### src/rtl/extpin_pkg.sv
package extpin_pkg;

    // Register slots: the pending and mask registers always span this many bits.
    localparam int SLOT_CNT = 8;

    // Register addresses; the set/clear split is part of the programming model.
    localparam logic [2:0] ADDR_COND  = 3'd0;
    localparam logic [2:0] ADDR_PRIO  = 3'd1;
    localparam logic [2:0] ADDR_PEND  = 3'd2;
    localparam logic [2:0] ADDR_MSET  = 3'd3;
    localparam logic [2:0] ADDR_MCLR  = 3'd4;

    // Condition codes held in each pin's field.
    localparam int COND_FALL = 0;
    localparam int COND_RISE = 1;
    localparam int COND_LOW  = 2;
    localparam int COND_HIGH = 3;
    localparam int COND_ANY  = 4;

endpackage

### src/rtl/extpin_sync.sv
module extpin_sync #(
    parameter int WIDTH  = 8,
    parameter int STAGES = 2
) (
    input  logic             clk,
    input  logic             rst_n,
    input  logic [WIDTH-1:0] din,
    output logic [WIDTH-1:0] dout
);

    logic [WIDTH-1:0] chain_d [STAGES];
    logic [WIDTH-1:0] chain_q [STAGES];

    always_comb begin
        chain_d[0] = din;
        for (int s = 1; s < STAGES; s++) begin
            chain_d[s] = chain_q[s-1];
        end
    end

    always_ff @(posedge clk or negedge rst_n) begin
        if (!rst_n) begin
            for (int s = 0; s < STAGES; s++) begin
                chain_q[s] <= '0;
            end
        end else begin
            for (int s = 0; s < STAGES; s++) begin
                chain_q[s] <= chain_d[s];
            end
        end
    end

    assign dout = chain_q[STAGES-1];

endmodule

### src/rtl/extpin_detect.sv
module extpin_detect
    import extpin_pkg::*;
#(
    parameter int NUM_PINS = 8,
    parameter int FIELD_W  = 4
) (
    input  logic                        clk,
    input  logic                        rst_n,
    input  logic [NUM_PINS-1:0]         level,
    input  logic [NUM_PINS*FIELD_W-1:0] cond,
    output logic [NUM_PINS-1:0]         hit
);

    logic [NUM_PINS-1:0] prev_d, prev_q;

    always_comb begin
        prev_d = level;
    end

    always_ff @(posedge clk or negedge rst_n) begin
        if (!rst_n) begin
            prev_q <= '0;
        end else begin
            prev_q <= prev_d;
        end
    end

    for (genvar n = 0; n < NUM_PINS; n++) begin : g_pin
        logic [FIELD_W-1:0] code;
        assign code = cond[n*FIELD_W +: FIELD_W];

        always_comb begin
            case (int'(code))
                COND_FALL: hit[n] =  prev_q[n] & ~level[n];
                COND_RISE: hit[n] = ~prev_q[n] &  level[n];
                COND_LOW:  hit[n] = ~level[n];
                COND_HIGH: hit[n] =  level[n];
                COND_ANY:  hit[n] =  prev_q[n] ^  level[n];
                default:   hit[n] = 1'b0;
            endcase
        end
    end

endmodule

### src/rtl/extpin_gate.sv
module extpin_gate #(
    parameter int NUM_PINS = 8,
    parameter int FIELD_W  = 4
) (
    input  logic [NUM_PINS-1:0]         pending,
    input  logic [NUM_PINS-1:0]         masked,
    input  logic [NUM_PINS*FIELD_W-1:0] prio,
    output logic [NUM_PINS-1:0]         irq
);

    for (genvar n = 0; n < NUM_PINS; n++) begin : g_pin
        assign irq[n] = pending[n] & ~masked[n] & (|prio[n*FIELD_W +: FIELD_W]);
    end

endmodule

### src/rtl/extpin_irq_ctrl.sv
module extpin_irq_ctrl
    import extpin_pkg::*;
#(
    parameter int NUM_PINS    = 8,
    parameter int FIELD_W     = 4,
    parameter int SYNC_STAGES = 2
) (
    input  logic                      clk,
    input  logic                      rst_n,
    input  logic [NUM_PINS-1:0]       pin_in,
    input  logic                      wr_en,
    input  logic [2:0]                addr,
    input  logic [SLOT_CNT*FIELD_W-1:0] wdata,
    output logic [SLOT_CNT*FIELD_W-1:0] rdata,
    output logic [NUM_PINS-1:0]       irq_out
);

    localparam int BUS_W = SLOT_CNT * FIELD_W;
    localparam int CFG_W = NUM_PINS * FIELD_W;

    typedef struct packed {
        logic [CFG_W-1:0]    cond;
        logic [CFG_W-1:0]    prio;
        logic [NUM_PINS-1:0] pending;
        logic [NUM_PINS-1:0] masked;
    } ctrl_state_t;

    ctrl_state_t state_d, state_q;

    logic [NUM_PINS-1:0] level_sync;
    logic [NUM_PINS-1:0] hit_now;
    logic [NUM_PINS-1:0] pend_now;
    logic [CFG_W-1:0]    cond_now;

    extpin_sync #(
        .WIDTH  (NUM_PINS),
        .STAGES (SYNC_STAGES)
    ) i_sync (
        .clk   (clk),
        .rst_n (rst_n),
        .din   (pin_in),
        .dout  (level_sync)
    );

    extpin_detect #(
        .NUM_PINS (NUM_PINS),
        .FIELD_W  (FIELD_W)
    ) i_detect (
        .clk   (clk),
        .rst_n (rst_n),
        .level (level_sync),
        .cond  (state_q.cond),
        .hit   (hit_now)
    );

    extpin_gate #(
        .NUM_PINS (NUM_PINS),
        .FIELD_W  (FIELD_W)
    ) i_gate (
        .pending (state_q.pending),
        .masked  (state_q.masked),
        .prio    (state_q.prio),
        .irq     (irq_out)
    );

    assign pend_now = state_q.pending;
    assign cond_now = state_q.cond;

    // Next-state: register writes, flag latching (set wins over clear).
    always_comb begin
        state_d = state_q;
        for (int n = 0; n < NUM_PINS; n++) begin
            if (wr_en && addr == ADDR_COND) begin
                state_d.cond[n*FIELD_W +: FIELD_W] = wdata[(SLOT_CNT-1-n)*FIELD_W +: FIELD_W];
            end
            if (wr_en && addr == ADDR_PRIO) begin
                state_d.prio[n*FIELD_W +: FIELD_W] = wdata[(SLOT_CNT-1-n)*FIELD_W +: FIELD_W];
            end
            if (wr_en && addr == ADDR_PEND && !wdata[SLOT_CNT-1-n]) begin
                state_d.pending[n] = 1'b0;
            end
            if (hit_now[n]) begin
                state_d.pending[n] = 1'b1;
            end
            if (wr_en && addr == ADDR_MSET && wdata[SLOT_CNT-1-n]) begin
                state_d.masked[n] = 1'b1;
            end
            if (wr_en && addr == ADDR_MCLR && wdata[SLOT_CNT-1-n]) begin
                state_d.masked[n] = 1'b0;
            end
        end
    end

    always_ff @(posedge clk or negedge rst_n) begin
        if (!rst_n) begin
            state_q.cond    <= '0;
            state_q.prio    <= '0;
            state_q.pending <= '0;
            state_q.masked  <= '1;
        end else begin
            state_q <= state_d;
        end
    end

    // Read view: pin 0 in the top field / top bit.
    always_comb begin
        rdata = '0;
        for (int n = 0; n < NUM_PINS; n++) begin
            case (addr)
                ADDR_COND: rdata[(SLOT_CNT-1-n)*FIELD_W +: FIELD_W] = state_q.cond[n*FIELD_W +: FIELD_W];
                ADDR_PRIO: rdata[(SLOT_CNT-1-n)*FIELD_W +: FIELD_W] = state_q.prio[n*FIELD_W +: FIELD_W];
                ADDR_PEND: rdata[SLOT_CNT-1-n] = state_q.pending[n];
                default:   ;
            endcase
        end
    end

endmodule

### config.mk
export PLATFORM = sky130hd
export DESIGN_NAME = extpin_irq_ctrl
export DESIGN_NICKNAME = d
export VERILOG_FILES = /design/src/rtl/extpin_pkg.sv /design/src/rtl/extpin_sync.sv /design/src/rtl/extpin_detect.sv /design/src/rtl/extpin_gate.sv /design/src/rtl/extpin_irq_ctrl.sv
export SDC_FILE = /design/constraint.sdc
export NUM_CORES = 1
export LEC_CHECK = 0
export BUFFER_PORTS_ARGS = -buffer_cell sky130_fd_sc_hd__buf_4
export CORE_MARGIN = 1
export CORE_UTILIZATION = 30
export DETAILED_ROUTE_END_ITERATION = 7
export PLACE_DENSITY = 0.47
export SYNTH_ARGS = -nofsm -noshare
export SYNTH_HDL_FRONTEND = slang
export SYNTH_HIERARCHICAL = 1
export SYNTH_SLANG_ARGS = --single-unit
### constraint.sdc
create_clock -name clk -period 1.2 [get_ports clk]
set_input_delay 0.12 -clock clk [delete_from_list [all_inputs] [get_ports clk]]
set_output_delay 0.12 -clock clk [all_outputs]
set_load 0.01 [all_outputs]
==> results of run 1 <==
[final cells by class]
| cell class | instances | area (µm²) |
|---|---|---|
| inverters | 17 | 63.8 |
| repair buffers | 203 | 1870 |
| flip-flops and latches | 104 | 2620 |
| well taps | 216 | 270 |
| clock inverters | 4 | 45.0 |
| clock buffers | 12 | 246 |
| multi-input cells | 266 | 2530 |
| fillers | 1452 | 8420 |
[worst paths after layout]
kind | startpoint | endpoint | cells after the start | slack (ps)
min reg2reg | i_sync/chain_d[2] | i_sync/dout[2] | 0 | 350
max reg2reg | i_sync/dout[6] | pend_now[6] | 6 | -40
min | wdata[21] | state_q[25] | 2 | 10
max in group asynchronous | rst_n | pend_now[7] | 3 | 480
min in group asynchronous | rst_n | cond_now[8] | 2 | 180
max | state_q[43] | rdata[7] | 4 | -280
[metrics by stage]
stage	area [µm²]	hold WS, ps	utilization [%]	instances
floorplan	4990	-176	-	405
global route	7640	12.3	47.6	822
detailed placement	6170	19.9	38.4	726
CTS	7320	0.526	45.6	800
global placement	6170	17.9	38.4	726
finish	7640	11.2	47.6	822
[routing by layer]
metal	global-route usage [%]	up-vias	routed length, µm
met1	22.0	1950	6140
met4	8.59	0	260
li1	-	1861	-
met3	2.36	12	332
met5	0	-	0
met2	27.8	46	6650
[kinds of logic (layout without fill, tap and decap cells)]
logic type | count (synthesis) | after routing | share of synthesized area (%)
adders and majority gates | 16 | 16 | 4.01
buffers and inverters | 35 | 236 | 3.59
muxes | 72 | 72 | 16.2
and+or+nand+nor | 94 | 94 | 11.7
DFF | 104 | 104 | 52.4
xor gates and xnor gates | 8 | 8 | 1.40
AOI/OAI and AO/OA | 76 | 76 | 10.7
[sequential cells by signal, summed over array words and instances (netlist names)]
| name | cells |
|---|---|
| cond_now | 32 |
| i_detect/prev_q | 8 |
| i_sync/chain_d | 8 |
| i_sync/dout | 8 |
| pend_now | 8 |
| state_q | 40 |
[cell usage in the layout (no fill, tap or decap), types with 5 or more instances in the layout]
| cell | count |
|---|---|
| buf_6 | 32 |
| mux2_4 | 8 |
| nand2_1 | 8 |
| nor3b_1 | 5 |
| nor2b_1 | 14 |
| clkbuf_16 | 9 |
| dlygate4sd3_1 | 40 |
| nand2b_1 | 8 |
| o21ai_0 | 8 |
| a311oi_1 | 8 |
| a21oi_2 | 11 |
| o21ai_1 | 7 |
| inv_1 | 13 |
| dfrtp_1 | 91 |
| buf_12 | 8 |
| nand2_2 | 7 |
| xnor2_1 | 7 |
| ha_1 | 8 |
| nor2_1 | 14 |
| dfrtp_2 | 5 |
| dfstp_2 | 8 |
| mux2_2 | 30 |
| a21oi_1 | 8 |
| a22o_1 | 24 |
| mux2_1 | 34 |
| and3b_1 | 6 |
| buf_4 | 120 |
[where the power goes]
part           leakage [nW]  switching (mW)  total, mW  internal, mW
Sequential             1.20           0.543       4.65          4.11
Combinational          2.00            1.20       3.01          1.81
Clock                 0.146            1.29       2.95          1.67
[repair_timing]
action                                  in CTS  in global routing
endpoints found under the hold margin      154                  0
endpoints found under the setup margin      47                 48
hold buffers                                40                  0
buffers inserted                            17                 24
pin swaps                                   22                 28
gates cloned                                 1                  0
resized for setup                           79                 42
==> results.md, run 1 <==
* Status: finished with violations
* Failing checks: negative setup slack
* CP Capture Type: output port
* GRT Overall Usage at 17.0%
* Fraction of layout cells with a size suffix above 1 at 46.9%
* Post-synthesis cell type count at 33
* TritonCTS clock tree: done
* Final Hold Fails at 0
* First-pass GRT wire length at 21400 µm
* Clock-pin slew on the worst setup and hold paths at 70 ps
* Drt first pass iters at 5
* Post-route minimum period at 1480 ps
* WP data arrival at 1360 ps
* Routed WL per cell at 16.3 µm
* Crit path cell chain: mux2_4 -> nand2_2 -> a21oi_2 -> buf_4
* Post-synthesis instance total at 405
* Largest net degree at the start of global routing at 33
* Dpl ws at -190 ps
* Pins Over Slew Limit at 0
* Die width at 131 µm
* Top delay family on crit path: flip-flops
* Max stage delay cell, worst path: dfrtp_1
* Detail Route Antenna Nets at 0
* Synth Flop Type: dfrtp_1
* Routability-driven placement congestion ratio at 0.742
* CTS Buf Count at 9
* VDD IR max at 799 µV
* DR vias at 3869
* Worst-Skew Late Latency at 360 ps
* CP max stage delay at 420 ps
* Io pins at 86
* CP bufs+invs at 1
* Row count at 46
* Fraction of registers with async set/reset at 100%
* Yosys warns at 6
* DR vias/cell at 4.71
* ANT cells at 0
* Syn avg cell area at 12.3 µm²
* Most frequent cell after synthesis: dfrtp_1
* Aggregate routed wire length at 13400 µm
* Period utilization at 123%
* IO buf count at 85
* Starting density of the core at 31.1%
* Remaining Overflow, GRT at 0
* Vias in the first global route at 4029
* Worst Max-Slew Pin Slew at 666 ps
* Area of the mapped netlist at 4990 µm²
* Cell Pwr Density at 1390 nW/µm²
* Max-Cap Viols at 0
* Share of the synthesized area in the top cell type at 48.1%
* Initial antenna violation count at 0
* Critical Path RT at 1080 ps
* Clock buffer depth at 2
* Syn-to-layout area delta at 53.1%
* CTS Sinks at 104
* Leak at 3.35 nW
* Clk Tree Root Cell: clkbuf_16
* Initial DRC count at 110
* Skew final at 9.49 ps
* Final Setup Violations at 44
* Final TNS setup at -5220 ps
* Core ar. at 16100 µm²
* Synth area leaders: dfrtp_1 (48%), mux2_2 (8.6%), mux2_1 (7.7%)
* Die Footprint at 17200 µm²
* Unrepaired setup endpoints after global routing: true
* Number of synthesized flops with an enable pin at 0
* Critical path type: flop to output port
* Slew HR at 55.6%
* Depth of the CTS H-tree at 3
* Max FO, Critical Path at 3
* Post-DP HPWL at 8940 µm
* Crit path launch type: flop
* Final WS setup at -276 ps
* Die height at 131 µm
* Yosys reg bits at 104
* Synth cell count leaders: dfrtp_1 (96), mux2_2 (38), mux2_1 (34), a22o_1 (24), a21oi_1 (20)
* Total power at 10.6 mW
* Fin nets at 663
* Syn nets at 467
* Max Clock Freq at 678 MHz
* Synth area leader: dfrtp_1
* DRC viols at 0
* Sequential area share after synthesis at 52.4%
* Hold crit path type: primary input to flop
Note: power is estimated with default switching activity, not from simulation.
==> inputs of run 2 (changes only) <==
Settings changed: CAP_MARGIN set to 25, HOLD_SLACK_MARGIN set to 0.15.
==> results.md, run 2 (same netlist as run 1, synthesis figures left out) <==
* Max-Cap Viols at 0 (unchanged)
* Final Setup Violations at 44 (unchanged)
* Routability-driven placement congestion ratio at 0.742 (unchanged)
* Critical Path RT at 1080 ps (about the same)
* CP Capture Type: output port (unchanged)
* Final WS setup at -274 ps (was -276 ps)
* CTS Sinks at 104 (unchanged)
* Max stage delay cell, worst path: dfrtp_1 (unchanged)
* Vias in the first global route at 4025 (was 4029)
* Worst Max-Slew Pin Slew at 665 ps (was 666 ps)
* First-pass GRT wire length at 21400 µm (about the same)
* Clock buffer depth at 2 (unchanged)
* Worst-Skew Late Latency at 360 ps (about the same)
* Cell depth of the worst flop-to-flop path at 6 (unchanged)
* CP bufs+invs at 1 (unchanged)
* Top reg by flops: state_q (unchanged)
* Core ar. at 16100 µm² (unchanged)
* Remaining Overflow, GRT at 0 (unchanged)
* Clk Tree Root Cell: clkbuf_16 (unchanged)
* Unrepaired setup endpoints after global routing: true (unchanged)
* Crit path cell chain: mux2_4 -> nand2_2 -> a21oi_2 -> buf_4 (unchanged)
* CP max stage delay at 420 ps (about the same)
* Slew HR at 55.6% (about the same)
* Io pins at 86 (unchanged)
* ANT cells at 0 (unchanged)
* Starting density of the core at 31.1% (unchanged)
* VDD IR max at 798 µV (was 799 µV)
* Depth of the CTS H-tree at 3 (unchanged)
* Utilization after layout at 47.7% (was 47.6%)
* Aggregate routed wire length at 13400 µm (about the same)
* Period utilization at 123% (about the same)
* Failing checks: negative setup slack (unchanged)
* Die height at 131 µm (unchanged)
* Detail Route Antenna Nets at 0 (unchanged)
* Die Footprint at 17200 µm² (unchanged)
* Dpl ws at -190 ps (unchanged)
* TritonCTS clock tree: done (unchanged)
* Leak at 3.36 nW (was 3.35 nW)
* Status: finished with violations (unchanged)
* Max FO, Critical Path at 3 (unchanged)
* Commonest non-fill, non-tap cell in the layout: buf_4 (unchanged)
* Initial DRC count at 102 (was 110)
* Post-route minimum period at 1470 ps (was 1480 ps)
* Skew final at 9.59 ps (was 9.49 ps)
* Critical path type: flop to output port (unchanged)
* Top delay family on crit path: flip-flops (unchanged)
* Fin nets at 665 (was 663)
* Drt first pass iters at 4 (was 5)
* DR vias/cell at 4.70 (was 4.71)
* Row count at 46 (unchanged)
* Crit path launch type: flop (unchanged)
* RR Endpoint: pend_now[6] (unchanged)
* R2R Setup Slk at -40 ps (about the same)
* Max Clock Freq at 679 MHz (was 678 MHz)
* IO buf count at 85 (unchanged)
* Min Hold Slack at 184 ps (was 11.2 ps)
* Post-DP HPWL at 8940 µm (unchanged)
* Cell Pwr Density at 1390 nW/µm² (about the same)
* WP data arrival at 1350 ps (was 1360 ps)
* R2R Path Start: i_sync/dout[6] (unchanged)
* Hold crit path type: primary input to async pin (was primary input to flop)
* Total power at 10.6 mW (about the same)
* GRT Overall Usage at 17.0% (about the same)
* DRC viols at 0 (unchanged)
* Pins Over Slew Limit at 0 (unchanged)
* Syn-to-layout area delta at 53.5% (was 53.1%)
* Initial antenna violation count at 0 (unchanged)
* Die width at 131 µm (unchanged)
* DR vias at 3875 (was 3869)
* CTS Buf Count at 9 (unchanged)
* Largest net degree at the start of global routing at 33 (unchanged)
* Routed WL per cell at 16.3 µm (about the same)
* Max reg flops at 40 (unchanged)
* Final Hold Fails at 0 (unchanged)
* Fraction of layout cells with a size suffix above 1 at 46.7% (was 46.9%)
* Most frequent cells in the layout: buf_4 (120), dfrtp_1 (91), dlygate4sd3_1 (42) (was buf_4 (120), dfrtp_1 (91), dlygate4sd3_1 (40))
* Clock-pin slew on the worst setup and hold paths at 70 ps (about the same)
* Filler cells at 1451 (was 1452)
## run 2: worst max-delay path by stage
stage	from	end	cells after the start
after floorplan	i_sync/dout[7]	pend_now[7]	5
after global placement	addr[1]	state_q[16]	4
after detailed placement	addr[1]	state_q[25]	4
after CTS	state_q[41]	rdata[5]	4
after global routing	state_q[28]	irq_out[3]	3
final	state_q[43]	rdata[7]	4
## run 2: worst register-to-register path: stages (launching register included)
cell and delay (ps):
dfrtp_1 400, inv_2 60, ha_4 250, nor2b_1 30
o21ai_1 140, o31ai_2 90, nand2b_1 150
## run 2: final cells by class
cell class,instances,area [µm²],share of cell area [%]
Inverter,17,63.8,0.833
Timing Repair Buffer,205,1890,24.6
Tap cell,216,270,3.53
Clock inverter,4,45.0,0.588
Clock buffer,12,246,3.22
Sequential cell,104,2620,34.2
Multi-Input combinational cell,266,2530,33.0
## run 2: routing by layer
layer	up-vias	share of wire [%]	global-route usage, %
met1	1941	46	22.0
met4	0	1.9	8.59
met5	-	0	0
met3	12	2.6	2.36
met2	57	50	27.7
li1	1865	-	-
## run 2: what timing repair did
action	CTS	global route
buffers inserted	17	24
pin swaps	22	28
resized for setup	79	42
gates cloned	1	0
hold buffers	41	1
endpoints found under the setup margin	47	48
hold endpoints to repair	192	1
## run 2: per-stage QoR
step | std cells | instance area [µm²] | TNS (ps)
CTS | 801 | 7330 | -6320
detailed placement | 726 | 6170 | -14140
finish | 824 | 7660 | -5210
global placement | 726 | 6170 | -12360
floorplan | 405 | 4990 | 0
global route | 824 | 7660 | -7490
## run 2: power by group
part / internal [mW] / switching (mW)
clock: 1.67 / 1.28
combinational: 1.82 / 1.20
sequential: 4.11 / 0.541
